`src/rtl/irq_state_bank.sv`:
```
module irq_state_bank #(
  parameter int NLINES = 32,
  localparam int IW = (NLINES > 1) ? $clog2(NLINES) : 1
) (
  input  logic              clk,
  input  logic              rst_n,
  input  logic [NLINES-1:0] req,
  input  logic [NLINES-1:0] cfg_pulse,
  input  logic              set_stb,
  input  logic [IW-1:0]     set_idx,
  input  logic              clr_stb,
  input  logic [IW-1:0]     clr_idx,
  input  logic              enter_stb,
  input  logic [IW-1:0]     enter_idx,
  input  logic              exit_stb,
  input  logic [IW-1:0]     exit_idx,
  output logic [NLINES-1:0] pending,
  output logic [NLINES-1:0] active
);

  logic [NLINES-1:0] pend_q, act_q, req_d, pend_n, act_n;
  wire  [NLINES-1:0] rise = req & ~req_d;

  for (genvar i = 0; i < NLINES; i++) begin : g_line
    wire hit_set   = set_stb   && (set_idx   == IW'(i));
    wire hit_clr   = clr_stb   && (clr_idx   == IW'(i));
    wire hit_enter = enter_stb && (enter_idx == IW'(i)) && pend_q[i];
    wire hit_exit  = exit_stb  && (exit_idx  == IW'(i)) && act_q[i];

    always_comb begin
      logic p, a;
      p = pend_q[i];
      a = act_q[i];
      if (hit_exit) begin
        a = 1'b0;
        if (!cfg_pulse[i]) p = req[i];
      end
      if (hit_enter) begin
        p = 1'b0;
        a = 1'b1;
      end
      if (hit_clr) p = cfg_pulse[i] ? 1'b0 : (p & req[i]);
      if (hit_set) p = 1'b1;
      if (cfg_pulse[i] ? rise[i] : (req[i] & ~a)) p = 1'b1;
      pend_n[i] = p;
      act_n[i]  = a;
    end
  end

  always_ff @(posedge clk) begin
    if (!rst_n) begin
      pend_q <= '0;
      act_q  <= '0;
      req_d  <= '0;
    end else begin
      pend_q <= pend_n;
      act_q  <= act_n;
      req_d  <= req;
    end
  end

  assign pending = pend_q;
  assign active  = act_q;

  p_reset_idle_r1: assert property (@(posedge clk)
    !rst_n |=> (pending == '0 && active == '0));

  p_enter_sets_active_r5: assert property (@(posedge clk) disable iff (!rst_n)
    (enter_stb && pending[enter_idx]) |=> active[$past(enter_idx)]);

  p_level_return_low_r8: assert property (@(posedge clk) disable iff (!rst_n)
    (exit_stb && active[exit_idx] && !cfg_pulse[exit_idx] && !req[exit_idx]
     && !(set_stb && set_idx == exit_idx) && !(enter_stb && enter_idx == exit_idx))
    |=> (!pending[$past(exit_idx)] && !active[$past(exit_idx)]));

  p_pulse_clear_r7: assert property (@(posedge clk) disable iff (!rst_n)
    (clr_stb && cfg_pulse[clr_idx] && !req[clr_idx] && !(set_stb && set_idx == clr_idx))
    |=> !pending[$past(clr_idx)]);

  p_return_ignored_r10: assert property (@(posedge clk) disable iff (!rst_n)
    (exit_stb && !active[exit_idx] && !(enter_stb && enter_idx == exit_idx))
    |=> !active[$past(exit_idx)]);

endmodule

```
`config.mk`:
```
export PLATFORM = sky130hd
export DESIGN_NAME = irq_state_bank
export DESIGN_NICKNAME = d
export VERILOG_FILES = /design/src/rtl/irq_state_bank.sv
export SDC_FILE = /design/constraint.sdc
export NUM_CORES = 1
export LEC_CHECK = 0
export ABC_AREA = 1
export BUFFER_PORTS_ARGS = -buffer_cell sky130_fd_sc_hd__buf_2
export CORE_ASPECT_RATIO = 0.9
export CORE_MARGIN = 2
export CORE_UTILIZATION = 48
export CTS_CLUSTER_DIAMETER = 40
export DETAILED_ROUTE_END_ITERATION = 10
export PLACE_DENSITY = 0.74
export SLEW_MARGIN = 20
export SYNTH_ARGS = -nofsm -noshare
export SYNTH_HDL_FRONTEND = slang
export SYNTH_SLANG_ARGS = --single-unit
```
`constraint.sdc`:
```
create_clock -name clk -period 2.2 [get_ports clk]
set_input_delay 0.55 -clock clk [delete_from_list [all_inputs] [get_ports clk]]
set_output_delay 0.55 -clock clk [all_outputs]
set_load 0.005 [all_outputs]
```
# ---- After elaboration in Yosys (flattened, before gate mapping)
# Index checks and enable logic that the tools add are counted.
dict set report totals {
  word_cells 741
  reg_bits 96
  in_bits 90
  out_inout_bits 64
}
dict set report classes {
  n_eq_ne 124
  reduce_logical 196
  bitwise_logic 98
  muxes 320
}
# cell n
set ops {}
lappend ops {{equality test 5 bit (second input constant)} 64}
lappend ops {{two-way mux 1 bit} 320}
lappend ops {{logical AND 1 bit} 192}
lappend ops {{equality test 5 x 4 -> 1 bit (second input constant)} 32}
lappend ops {{equality test 5 x 3 -> 1 bit (second input constant)} 16}
lappend ops {{AND 1 bit} 64}
lappend ops {{equality test 5 x 2 -> 1 bit (second input constant)} 8}
lappend ops {{AND 32 bit} 1}
lappend ops {{NOT 1 bit} 32}
lappend ops {{NOT 32 bit} 1}
lappend ops {{equality test 5 x 1 -> 1 bit (second input constant)} 4}
lappend ops {{logical NOT 5 bit} 4}

# ---- Longest topological paths before layout
# Gate-level depths: netlist of run 1.
dict set report depth {
  depth_word 10
  depth_mapped 10
  depth_no_buf 10
}

# ---- Worst setup path after synthesis of run 1
# No wires, ideal clock.
dict set report synth_timing {
  path_type {in2reg}
  startpoint {input port enter_stb}
  endpoint {register pend_q[13], in the netlist pending[13]}
  t_arrival_ns 1.353
  path_stages 8
  setup_time_ns 0.132
  slack_ns 0.715
  n_path_buf 1
  required_time_ns 2.068
  cell_sequence {inv_1 -> nor2_2 -> buf_4 -> nand3_1 -> a21oi_1 -> nand2_1 -> nand2_1 -> a21oi_1}
}
dict set report synth_via {
  elab_chain_len 8
  elab_cells_between_ends 12
  cone_classes {mux: 7; bitwise: 3; reduce/logical: 2}
}
# element line
set synth_lines {}
lappend synth_lines {{start: declaration} 13} ;# input logic enter_stb,
lappend synth_lines {{logical AND 1 bit * (2 in series)} 27} ;# wire hit_enter = enter_stb && (enter_idx == IW'(i)) && pend_q[i];
lappend synth_lines {{two-way mux 1 bit} 38} ;# if (hit_enter) begin
lappend synth_lines {{AND 1 bit} 42} ;# if (hit_clr) p = cfg_pulse[i] ? 1'b0 : (p & req[i]);
lappend synth_lines {{two-way mux 1 bit (2 in series)} 42}
lappend synth_lines {{two-way mux 1 bit} 43} ;# if (hit_set) p = 1'b1;
lappend synth_lines {{two-way mux 1 bit *} 44} ;# if (cfg_pulse[i] ? rise[i] : (req[i] & ~a)) p = 1'b1;
lappend synth_lines {{end signal: assignment} 56} ;# pend_q <= pend_n;
lappend synth_lines {{end: declaration} 21} ;# logic [NLINES-1:0] pend_q, act_q, req_d, pend_n, act_n;
# Every way passes the cells marked *; elsewhere a longest branch is shown, timed or not.
# A chain may end at the register's enable or synchronous reset.

# ---- Final worst setup path of run 1
dict set report layout_timing {
  startpoint {input port enter_idx[2]}
  endpoint {register pend_q[22], in the netlist pending[22]}
}
dict set report layout_via {
  elab_chain_len 9
  elab_cells_between_ends 13
  cone_classes {eq/ne: 1; mux: 7; bitwise: 3; reduce/logical: 2}
}
# element line
set layout_lines {}
lappend layout_lines {{start: declaration} 14} ;# input logic [IW-1:0] enter_idx,
lappend layout_lines {{equality test 5 bit *} 27}
lappend layout_lines {{logical AND 1 bit * (2 in series)} 27}
lappend layout_lines {{two-way mux 1 bit} 38}
lappend layout_lines {{AND 1 bit} 42}
lappend layout_lines {{two-way mux 1 bit (2 in series)} 42}
lappend layout_lines {{two-way mux 1 bit} 43}
lappend layout_lines {{two-way mux 1 bit *} 44}
# Marked as above.

==> reports/qor.csv, run 1 <==
stage;metric;value;unit
setup_path;largest fanout on the critical path;12;
synth;most area-consuming cells after synthesis;sky130_fd_sc_hd__dfxtp_1, sky130_fd_sc_hd__nand2_1, sky130_fd_sc_hd__inv_1, sky130_fd_sc_hd__a21oi_1, sky130_fd_sc_hd__nor2_1;
layout;commonest cells after routing, fill and taps aside;sky130_fd_sc_hd__nand2_1, sky130_fd_sc_hd__buf_2, sky130_fd_sc_hd__inv_1;
grt;total routing usage reported by global routing;28.5;%
place;port bufs;153;
setup_path;critical path type;input pin to flip-flop;
place;HPWL reported at the end of detailed placement;13.3;mm
setup_path;Setup crit start kind;input pin;
synth;gate count of the mapped netlist;935;
routing;DR WL/cell;13.7;um
die;Boundary Pins;154;
synth;Unique masters post-synth;23;
grt;number of antenna violations at the first check in global routing;2;
die;initial core utilization;48.8;%
place;gpl congestion;0.957;
synth;most area-hungry cell type in the Yosys netlist;sky130_fd_sc_hd__dfxtp_1;
layout;post-layout net count;1182;
die;floorplan row count;37;
hold_path;classification of the worst-slack hold path;input pin to flip-flop;
timing;max-slew violations;0;
power_and_ir_drop;peak supply drop;0.437;mV
synth;fraction of synthesized cell area taken by the top area cell type;34.9;%
routing;total vias in the final route;6408;
timing;unrepaired setup endpoints after global routing;false;
timing;number of endpoints with negative hold slack in the final report;0;
synth;yosys synthesis warning count;0;
die;area of the placeable core;11300;sq um
die;width of the die;117;um
clocking;post-CTS clock slew at the launch and capture registers of the worst setup and hold paths;0.07;ns
timing;Highest Clock Rate;0.664;GHz
timing;Final period util;68.4;%
routing;Avg Vias per Cell;5.11;
place;number of cells in the design after placement;1237;
timing;headroom to the max-slew limit;64.8;%
power_and_ir_drop;leakage power;0.00352;uW
layout;Layout Cell Area excl Fill;6760;sq um
clocking;Post-CTS Repair Setup Buffers;0;
job;number of max-cap violations;0;
grt;first-pass GRT wire length;27.5;mm
clocking;quantity of hold-fixing buffers added after cts;0;
setup_path;sort of element at the end of the critical path;flip-flop;
layout;number of antenna repair diodes;0;
routing;Detailed Route Iter0 Violations;480;
setup_path;Data arrival, critical path;1.76;ns
timing;Setup Skew;0.00535;ns
clocking;TritonCTS Buffers;9;
routing;number of DRC violations after detailed routing;0;
timing;post-layout minimum cycle time;1.51;ns
timing;total negative slack;0;ns
grt;residual overflow from global routing;0;
routing;Initial DRT Pass Iterations;5;
synth;post-synthesis cell area;5510;sq um
grt;pin count of the biggest net entering global routing;36;
setup_path;Crit path required time;2.45;ns
layout;number of standard cells in the final layout excluding fillers;1253;
power_and_ir_drop;total power density per cell area;598;nW/um^2
clocking;H-Tree Depth;3;
clocking;clock sinks;96;
layout;most common cell after layout, fill and taps aside;sky130_fd_sc_hd__nand2_1;
layout;area overhead of the layout relative to synthesis;22.7;%
die;die boundary height;106;um
place;Area after DPL;6490;sq um
clocking;number of cells upsized or downsized after cts;0;
timing;number of setup violations in the final report;0;
clocking;root cell of the clock tree;sky130_fd_sc_hd__clkbuf_16;
routing;overall routed net length;17.2;mm
grt;via count of the first global-routing pass;5681;
synth;synthesized flop and latch total;96;
synth;post-synthesis sequential area ratio;34.9;%
synth;syn_nets;1025;
synth;mean area per synthesized cell;5.89;sq um
clocking;TritonCTS clock tree;done;
clocking;number of buffers on the longest clock path;2;
routing;antenna viol nets, final;0;
layout;fraction of layout cells with a size suffix above 1;17.8;%
die;area enclosed by the die boundary;12400;sq um
clocking;clock network latency to the later pin of the worst-skew pair;0.35;ns
run_status;outcome;finished, final reports clean;
timing;actual transition at the worst max-transition pin;0.527;ns
synth_stat cells:
library cell	instances
sky130_fd_sc_hd__buf_4	2
sky130_fd_sc_hd__buf_2	9
sky130_fd_sc_hd__nor2_2	4
sky130_fd_sc_hd__buf_1	2
sky130_fd_sc_hd__o21ai_1	3
sky130_fd_sc_hd__nand2_1	341
sky130_fd_sc_hd__nor2_4	5
sky130_fd_sc_hd__o22ai_1	1
sky130_fd_sc_hd__a21boi_0	18
sky130_fd_sc_hd__clkbuf_1	7
sky130_fd_sc_hd__nor3_1	7
sky130_fd_sc_hd__clkinv_1	2
sky130_fd_sc_hd__dfxtp_1	96
sky130_fd_sc_hd__inv_2	2
sky130_fd_sc_hd__nand3_1	60
sky130_fd_sc_hd__nor2_1	113
sky130_fd_sc_hd__o21ai_2	1
sky130_fd_sc_hd__o21ai_0	16
sky130_fd_sc_hd__nand2_2	1
sky130_fd_sc_hd__nand4_1	25
sky130_fd_sc_hd__a21oi_1	91
sky130_fd_sc_hd__inv_1	125
sky130_fd_sc_hd__nor4_1	4
power breakdown:
group          switching [uW]  leakage, uW  internal [uW]
registers                72.4     0.000793           1830
clock network             692     0.000123            763
logic                     428      0.00261            261
critical path, cell delays in order:
cell	delay (ns)
sky130_fd_sc_hd__buf_2	0.14
sky130_fd_sc_hd__inv_1	0.06
sky130_fd_sc_hd__nor2_2	0.41
sky130_fd_sc_hd__nand2_1	0.13
sky130_fd_sc_hd__nor2_2	0.12
sky130_fd_sc_hd__nand2_1	0.08
sky130_fd_sc_hd__nand2_1	0.07
sky130_fd_sc_hd__inv_1	0.04
sky130_fd_sc_hd__o21ai_1	0.10
sky130_fd_sc_hd__nand2_1	0.06
state kept, by name, summed over array words and instances, names as in the netlist:
name / cells
pending: 32
active: 32
req_d: 32
per-layer routing:
metal	track usage [%]	part of all wire, %	up-vias
li1	-	-	3259
met1	38.5	44	2837
met2	45.5	44	274
met3	6.61	9.2	34
met4	7.82	2.2	4
met5	0.889	0.087	-
layout make-up:
cell class,instances,area [sq um]
sequential,96,1920
timing repair buffer,166,876
clock inverter,7,48.8
tap,156,195
inverter,129,484
clock buffer,9,225
multi-input combinational,690,3010
fill,1195,4540
stage by stage:
| stage | utilization [%] | power, uW | hold WS (ns) | setup WS (ns) |
|---|---|---|---|---|
| 2_1_floorplan | - | 2310 | 0.478 | 0.715 |
| 3_3_place_gp | 57.4 | 2610 | 0.483 | 0.392 |
| 3_5_place_dp | 57.4 | 2620 | 0.489 | 0.381 |
| 4_1_cts | 59.8 | 4060 | 0.381 | 0.728 |
| 5_1_grt | 59.8 | 4240 | 0.393 | 0.534 |
| 6_report | 59.8 | 4050 | 0.385 | 0.694 |
kinds of logic (layout without fill, tap and decap cells):
group           after synthesis  count (layout)  synth area share [%]
simple gates                560             560                  41.9
compound gates              130             130                  12.7
flops                        96              96                  34.9
buf+inv                     149             311                  10.5
worst paths after layout:
check	start	end	slack, ns	cells past startpoint
min	req[10]	req_d[10]	0.38	3
max	enter_idx[2]	pending[22]	0.69	10
max reg2reg	active[0]	pending[0]	1.23	7
min reg2reg	active[0]	active[0]	0.49	2
Power figures use the tool's default switching activity.
==> run 2, diff against run 1 <==
--- a/config.mk
+++ b/config.mk
@@ -12,7 +12,7 @@
 export CORE_UTILIZATION = 48
 export CTS_CLUSTER_DIAMETER = 40
 export DETAILED_ROUTE_END_ITERATION = 10
-export PLACE_DENSITY = 0.74
+export PLACE_DENSITY = 0.77
 export SLEW_MARGIN = 20
 export SYNTH_ARGS = -nofsm -noshare
 export SYNTH_HDL_FRONTEND = slang
==> constraint.sdc (replaced) <==
create_clock -name clk -period 1.3 [get_ports clk]
set_input_delay 0.325 -clock clk [delete_from_list [all_inputs] [get_ports clk]]
set_output_delay 0.325 -clock clk [all_outputs]
set_load 0.005 [all_outputs]
==> run 2 against run 1 <==
Clock-buffer cell count up 5. Via count up 2.2%. Setup slack worse by 0.64 ns. Register-to-register slack worse by 0.89 ns. Critical path depth down 9. Total power up 73%. Non-clock buffer count up 54. Utilization up 4.1 points. Cell area up 6.8%. Combinational power up 85%. Routed wire length up 0.53%. Sequential power up 69%. Largest power group unchanged. Highest routed layer is now met4.
==> reports/qor.csv, run 2 (synthesized netlist as in run 1, its figures left out) <==
stage;metric;value;unit
timing;actual transition at the worst max-transition pin;0.363;ns
die;width of the die;117;um
clocking;TritonCTS clock tree;done;
power_and_ir_drop;Clock Power Share;35.8;%
place;gpl congestion;0.981;
power_and_ir_drop;peak supply drop;0.908;mV
setup_path;Data arrival, critical path;0.92;ns
timing;Setup Skew;0.00601;ns
timing;unrepaired setup endpoints after global routing;false;
layout;most common cell after layout, fill and taps aside;sky130_fd_sc_hd__nand2_1;
grt;pin count of the biggest net entering global routing;41;
setup_path;critical path buffer and inverter count;1;
power_and_ir_drop;part of the total power dissipated in combinational logic;18.1;%
grt;residual overflow from global routing;0;
routing;total vias in the final route;6551;
routing;number of DRC violations after detailed routing;0;
setup_path;sort of element at the end of the critical path;output port;
die;floorplan row count;37;
power_and_ir_drop;Flop pwr share;46.1;%
job;number of max-cap violations;0;
layout;area overhead of the layout relative to synthesis;31.1;%
power_and_ir_drop;sw frac;27.6;%
power_and_ir_drop;net switching power;1930;uW
power_and_ir_drop;Internal Power;5060;uW
die;area of the placeable core;11300;sq um
clocking;clock sinks;96;
setup_path;kind of cell with the highest combined delay on the critical path;flip-flops;
setup_path;critical path type;flip-flop to output port;
power_and_ir_drop;leakage power;0.00381;uW
layout;number of standard cells in the final layout excluding fillers;1307;
setup_path;Crit path required time;0.98;ns
die;die boundary height;106;um
grt;number of antenna violations at the first check in global routing;2;
timing;Final period util;96.0;%
grt;first-pass GRT wire length;27.9;mm
clocking;root cell of the clock tree;sky130_fd_sc_hd__clkbuf_16;
routing;overall routed net length;17.3;mm
timing;number of setup violations in the final report;0;
place;number of cells in the design after placement;1291;
layout;post-layout net count;1236;
timing;headroom to the max-slew limit;75.6;%
hold_path;classification of the worst-slack hold path;input pin to flip-flop;
die;initial core utilization;48.8;%
clocking;number of cells upsized or downsized after cts;0;
timing;total negative slack;0;ns
setup_path;Setup crit start kind;flip-flop;
clocking;H-Tree Depth;3;
place;HPWL reported at the end of detailed placement;13.6;mm
routing;Avg Vias per Cell;5.01;
timing;post-layout minimum cycle time;1.25;ns
grt;via count of the first global-routing pass;6082;
clocking;post-CTS clock slew at the launch and capture registers of the worst setup and hold paths;0.06;ns
timing;max-slew violations;0;
routing;Detailed Route Iter0 Violations;572;
timing;Highest Clock Rate;0.801;GHz
layout;fraction of layout cells with a size suffix above 1;21.3;%
routing;DR WL/cell;13.2;um
power_and_ir_drop;total power density per cell area;968;nW/um^2
setup_path;r2r setup slk;0.34;ns
layout;commonest cells after routing, fill and taps aside;sky130_fd_sc_hd__nand2_1, sky130_fd_sc_hd__buf_2, sky130_fd_sc_hd__inv_1;
clocking;number of buffers on the longest clock path;2;
setup_path;worst-path cell with the longest stage delay;sky130_fd_sc_hd__dfxtp_1;
timing;number of endpoints with negative hold slack in the final report;0;
run_status;outcome;finished, final reports clean;
setup_path;cells along the critical path;buf_2;
die;area enclosed by the die boundary;12400;sq um
setup_path;highest cell delay on the worst timing path;0.42;ns
die;Boundary Pins;154;
clocking;Post-CTS Repair Setup Buffers;0;
clocking;quantity of hold-fixing buffers added after cts;0;
routing;antenna viol nets, final;0;
clocking;clock network latency to the later pin of the worst-skew pair;0.35;ns
setup_path;largest fanout on the critical path;5;
grt;total routing usage reported by global routing;28.6;%
layout;Layout Utilization;63.9;%
routing;Initial DRT Pass Iterations;5;
clocking;TritonCTS Buffers;9;
place;port bufs;153;
## run 2: power groups by stage
stage | Sequential, uW | Combinational (uW) | Clock (uW)
6_report | 3220 | 1270 | 2500
5_1_grt | 3240 | 1420 | 2660
4_1_cts | 3220 | 1250 | 2550
3_5_place_dp | 3280 | 1250 | 0
3_3_place_gp | 3280 | 1230 | 0
2_1_floorplan | 3270 | 650 | 0
## run 2: area by class of cell
type / count / area [sq um]
fillers: 1087 / 4080
multi-input cells: 690 / 3010
flip-flops and latches: 96 / 1920
repair buffers: 220 / 1330
inverters: 129 / 484
clock buffers: 14 / 274
well taps: 156 / 195
diodes: 2 / 5.00
## run 2: path summary, 6_finish.rpt
kind / from / end / cells after the start
hold reg to reg: active[13] / active[13] / 2
setup / recovery: pending[19] / pending[19] / 1
setup reg to reg: active[0] / pending[0] / 7
hold / removal: req[7] / req_d[7] / 3
## run 2: metal layers
metal	share of wire [%]	up-vias	global-route usage (%)	wire (um)
met2	45	252	46.7	7760
met4	2.4	0	10.1	416
met5	0	-	0	0
li1	-	3367	-	-
met3	8.2	34	5.58	1420
met1	45	2898	37.6	7720
## run 2: stage by stage
| stage | hold slack (ns) | setup slack (ns) | area, sq um | total power [uW] |
|---|---|---|---|---|
| floorplan | 0.418 | 0.0402 | 5510 | 3920 |
| global placement | 0.482 | -0.192 | 6940 | 4510 |
| detailed placement | 0.492 | -0.219 | 6940 | 4530 |
| CTS | 0.159 | 0.0525 | 7220 | 7020 |
| global route | 0.175 | 0.0137 | 7220 | 7320 |
| finish | 0.163 | 0.0514 | 7220 | 6990 |
## run 2: worst reg2reg max path: cells and delay by family, from the launching register on
kind	cells	cell delay, ns
buffers and inverters	1	0.05
AOI/OAI and AO/OA	1	0.08
DFF	1	0.37
and+or+nand+nor	5	0.36
==> run 3, diff against run 2 <==
--- a/config.mk
+++ b/config.mk
@@ -9,10 +9,10 @@
 export BUFFER_PORTS_ARGS = -buffer_cell sky130_fd_sc_hd__buf_2
 export CORE_ASPECT_RATIO = 0.9
 export CORE_MARGIN = 2
-export CORE_UTILIZATION = 48
+export CORE_UTILIZATION = 53
 export CTS_CLUSTER_DIAMETER = 40
 export DETAILED_ROUTE_END_ITERATION = 10
-export PLACE_DENSITY = 0.77
+export PLACE_DENSITY_LB_ADDON = 0.2
 export SLEW_MARGIN = 20
 export SYNTH_ARGS = -nofsm -noshare
 export SYNTH_HDL_FRONTEND = slang
==> constraint.sdc (replaced) <==
create_clock -name clk -period 1.4 [get_ports clk]
set_input_delay 0.35 -clock clk [delete_from_list [all_inputs] [get_ports clk]]
set_output_delay 0.35 -clock clk [all_outputs]
set_load 0.005 [all_outputs]
==> run 3 against run 2 <==
Sequential power fell by 7.1%. Cell count down 3.6%. Die area fell by 9.1%. Largest power group unchanged.
==> reports/qor.csv, run 3 (synthesized netlist as in run 1, its figures left out) <==
stage;metric;value;unit
timing;unrepaired setup endpoints after global routing;false;
grt;residual overflow from global routing;0;
layout;Layout Cell Area excl Fill;7070;sq um
layout;Multi-input gate area;3010;sq um
timing;Highest Clock Rate;0.788;GHz
clocking;TritonCTS clock tree;done;
hold_path;worst hold path endpoint;req_d[11];
layout;area overhead of the layout relative to synthesis;28.3;%
clocking;Post-CTS Repair Setup Buffers;0;
timing;max-slew violations;0;
clocking;root cell of the clock tree;sky130_fd_sc_hd__clkbuf_16;
clocking;clock sinks;96;
place;port bufs;153;
timing;number of endpoints with negative hold slack in the final report;0;
grt;first-pass GRT wire length;28.3;mm
setup_path;highest cell delay on the worst timing path;0.41;ns
routing;antenna viol nets, final;0;
hold_path;hold depth;3;
setup_path;worst reg2reg path depth;7;
routing;Avg Vias per Cell;5.18;
hold_path;classification of the worst-slack hold path;input pin to flip-flop;
place;gpl congestion;1.02;
clocking;H-Tree Depth;3;
setup_path;largest fanout on the critical path;5;
power_and_ir_drop;peak supply drop;0.864;mV
routing;total vias in the final route;6529;
die;Boundary Pins;154;
die;die boundary height;101;um
die;area enclosed by the die boundary;11200;sq um
routing;Detailed Route Iter0 Violations;422;
place;HPWL reported at the end of detailed placement;13.5;mm
setup_path;Crit path required time;1.05;ns
routing;DR WL/cell;13.6;um
power_and_ir_drop;total power density per cell area;944;nW/um^2
die;floorplan row count;35;
grt;total routing usage reported by global routing;31.2;%
timing;Setup Skew;0.00348;ns
layout;post-layout net count;1215;
hold_path;hold path start;req[11];
job;number of max-cap violations;0;
timing;worst path setup slack after routing;0.131;ns
grt;via count of the first global-routing pass;6053;
timing;number of setup violations in the final report;0;
die;initial core utilization;54.2;%
routing;number of DRC violations after detailed routing;0;
die;width of the die;111;um
setup_path;kind of cell with the highest combined delay on the critical path;flip-flops;
timing;Final period util;90.7;%
setup_path;worst setup path startpoint;pending[18];
setup_path;startpoint of the worst register-to-register path;active[0];
setup_path;critical path buffer and inverter count;1;
power_and_ir_drop;leakage power;0.00373;uW
place;pre-CTS worst setup slack;-0.149;ns
routing;overall routed net length;17.1;mm
clocking;clock network latency to the later pin of the worst-skew pair;0.35;ns
setup_path;critical path type;flip-flop to output port;
setup_path;Setup crit start kind;flip-flop;
setup_path;r2r setup slk;0.42;ns
layout;commonest cells after routing, fill and taps aside;sky130_fd_sc_hd__nand2_1, sky130_fd_sc_hd__buf_2, sky130_fd_sc_hd__inv_1;
timing;total negative slack;0;ns
timing;worst hold margin;0.185;ns
layout;Layout Utilization;69.5;%
clocking;TritonCTS Buffers;9;
clocking;number of cells upsized or downsized after cts;0;
setup_path;worst-path cell with the longest stage delay;sky130_fd_sc_hd__dfxtp_1;
layout;fraction of layout cells with a size suffix above 1;20.0;%
timing;headroom to the max-slew limit;74.8;%
grt;number of antenna violations at the first check in global routing;1;
die;area of the placeable core;10200;sq um
setup_path;Data arrival, critical path;0.92;ns
run_status;outcome;finished, final reports clean;
routing;Initial DRT Pass Iterations;5;
setup_path;sort of element at the end of the critical path;output port;
layout;Storage cell area;1920;sq um
clocking;post-CTS clock slew at the launch and capture registers of the worst setup and hold paths;0.06;ns
clocking;number of buffers on the longest clock path;2;
layout;most common cell after layout, fill and taps aside;sky130_fd_sc_hd__nand2_1;
setup_path;R2R Path End;pending[0];
clocking;quantity of hold-fixing buffers added after cts;0;
layout;layout filler cell count;1007;
timing;actual transition at the worst max-transition pin;0.375;ns
grt;pin count of the biggest net entering global routing;24;
timing;post-layout minimum cycle time;1.27;ns
place;Area after DPL;6760;sq um
setup_path;cells along the critical path;buf_2;
## run 3: changes by cell type in the layout (fill, tap and decap cells not counted)
cell / change
sky130_fd_sc_hd__bufinv_16: +1
sky130_fd_sc_hd__clkbuf_8: -1
sky130_fd_sc_hd__clkinv_2: +2
sky130_fd_sc_hd__buf_12: +1
sky130_fd_sc_hd__buf_4: -22
sky130_fd_sc_hd__diode_2: -1
## run 3: power breakdown
group	leakage, uW	internal [uW]	switching (uW)
logic	0.00279	477	681
registers	0.000793	2880	114
clock network	0.000150	1480	1040
total	0.00373	4830	1840
## run 3: how the worst max path moves through the flow
stage | end | slack [ns] | depth (start not counted)
floorplan | pending[13] | 0.12 | 8
global placement | pending[13] | -0.09 | 8
detailed placement | pending[8] | -0.15 | 8
CTS | pending[19] | 0.13 | 1
global route | pending[0] | 0.03 | 10
finish | pending[18] | 0.13 | 1
## run 3: worst register-to-register path: cells and delay by family (launching register included)
kind,cells,cell delay [ns]
AO/OA/AOI/OAI,1,0.08
AND/OR/NAND/NOR,5,0.38
buffers and inverters,1,0.06
flip-flops,1,0.37
## run 3: layout make-up
cell class / count / area share, %
antenna: 1 / 0.0354
clock buffer: 13 / 3.68
clock inverter: 3 / 0.567
inverter: 129 / 6.85
multi-input combinational: 690 / 42.6
sequential: 96 / 27.2
tap: 129 / 2.28
timing repair buffer: 199 / 16.8
## run 3: layer usage
layer / vias up / share of wire, % / track usage, %
met5: - / 0 / 0
met4: 0 / 2.1 / 10.4
met3: 34 / 9.3 / 7.34
met2: 264 / 45 / 52.3
met1: 2904 / 43 / 40.1
li1: 3327 / - / -
## run 3: per-stage QoR
step                      std cells  power (uW)
after floorplan                 935        3640
after CTS                      1259        6670
after global routing           1259        6950
final                          1260        6670
after global placement         1243        4170
after detailed placement       1243        4190
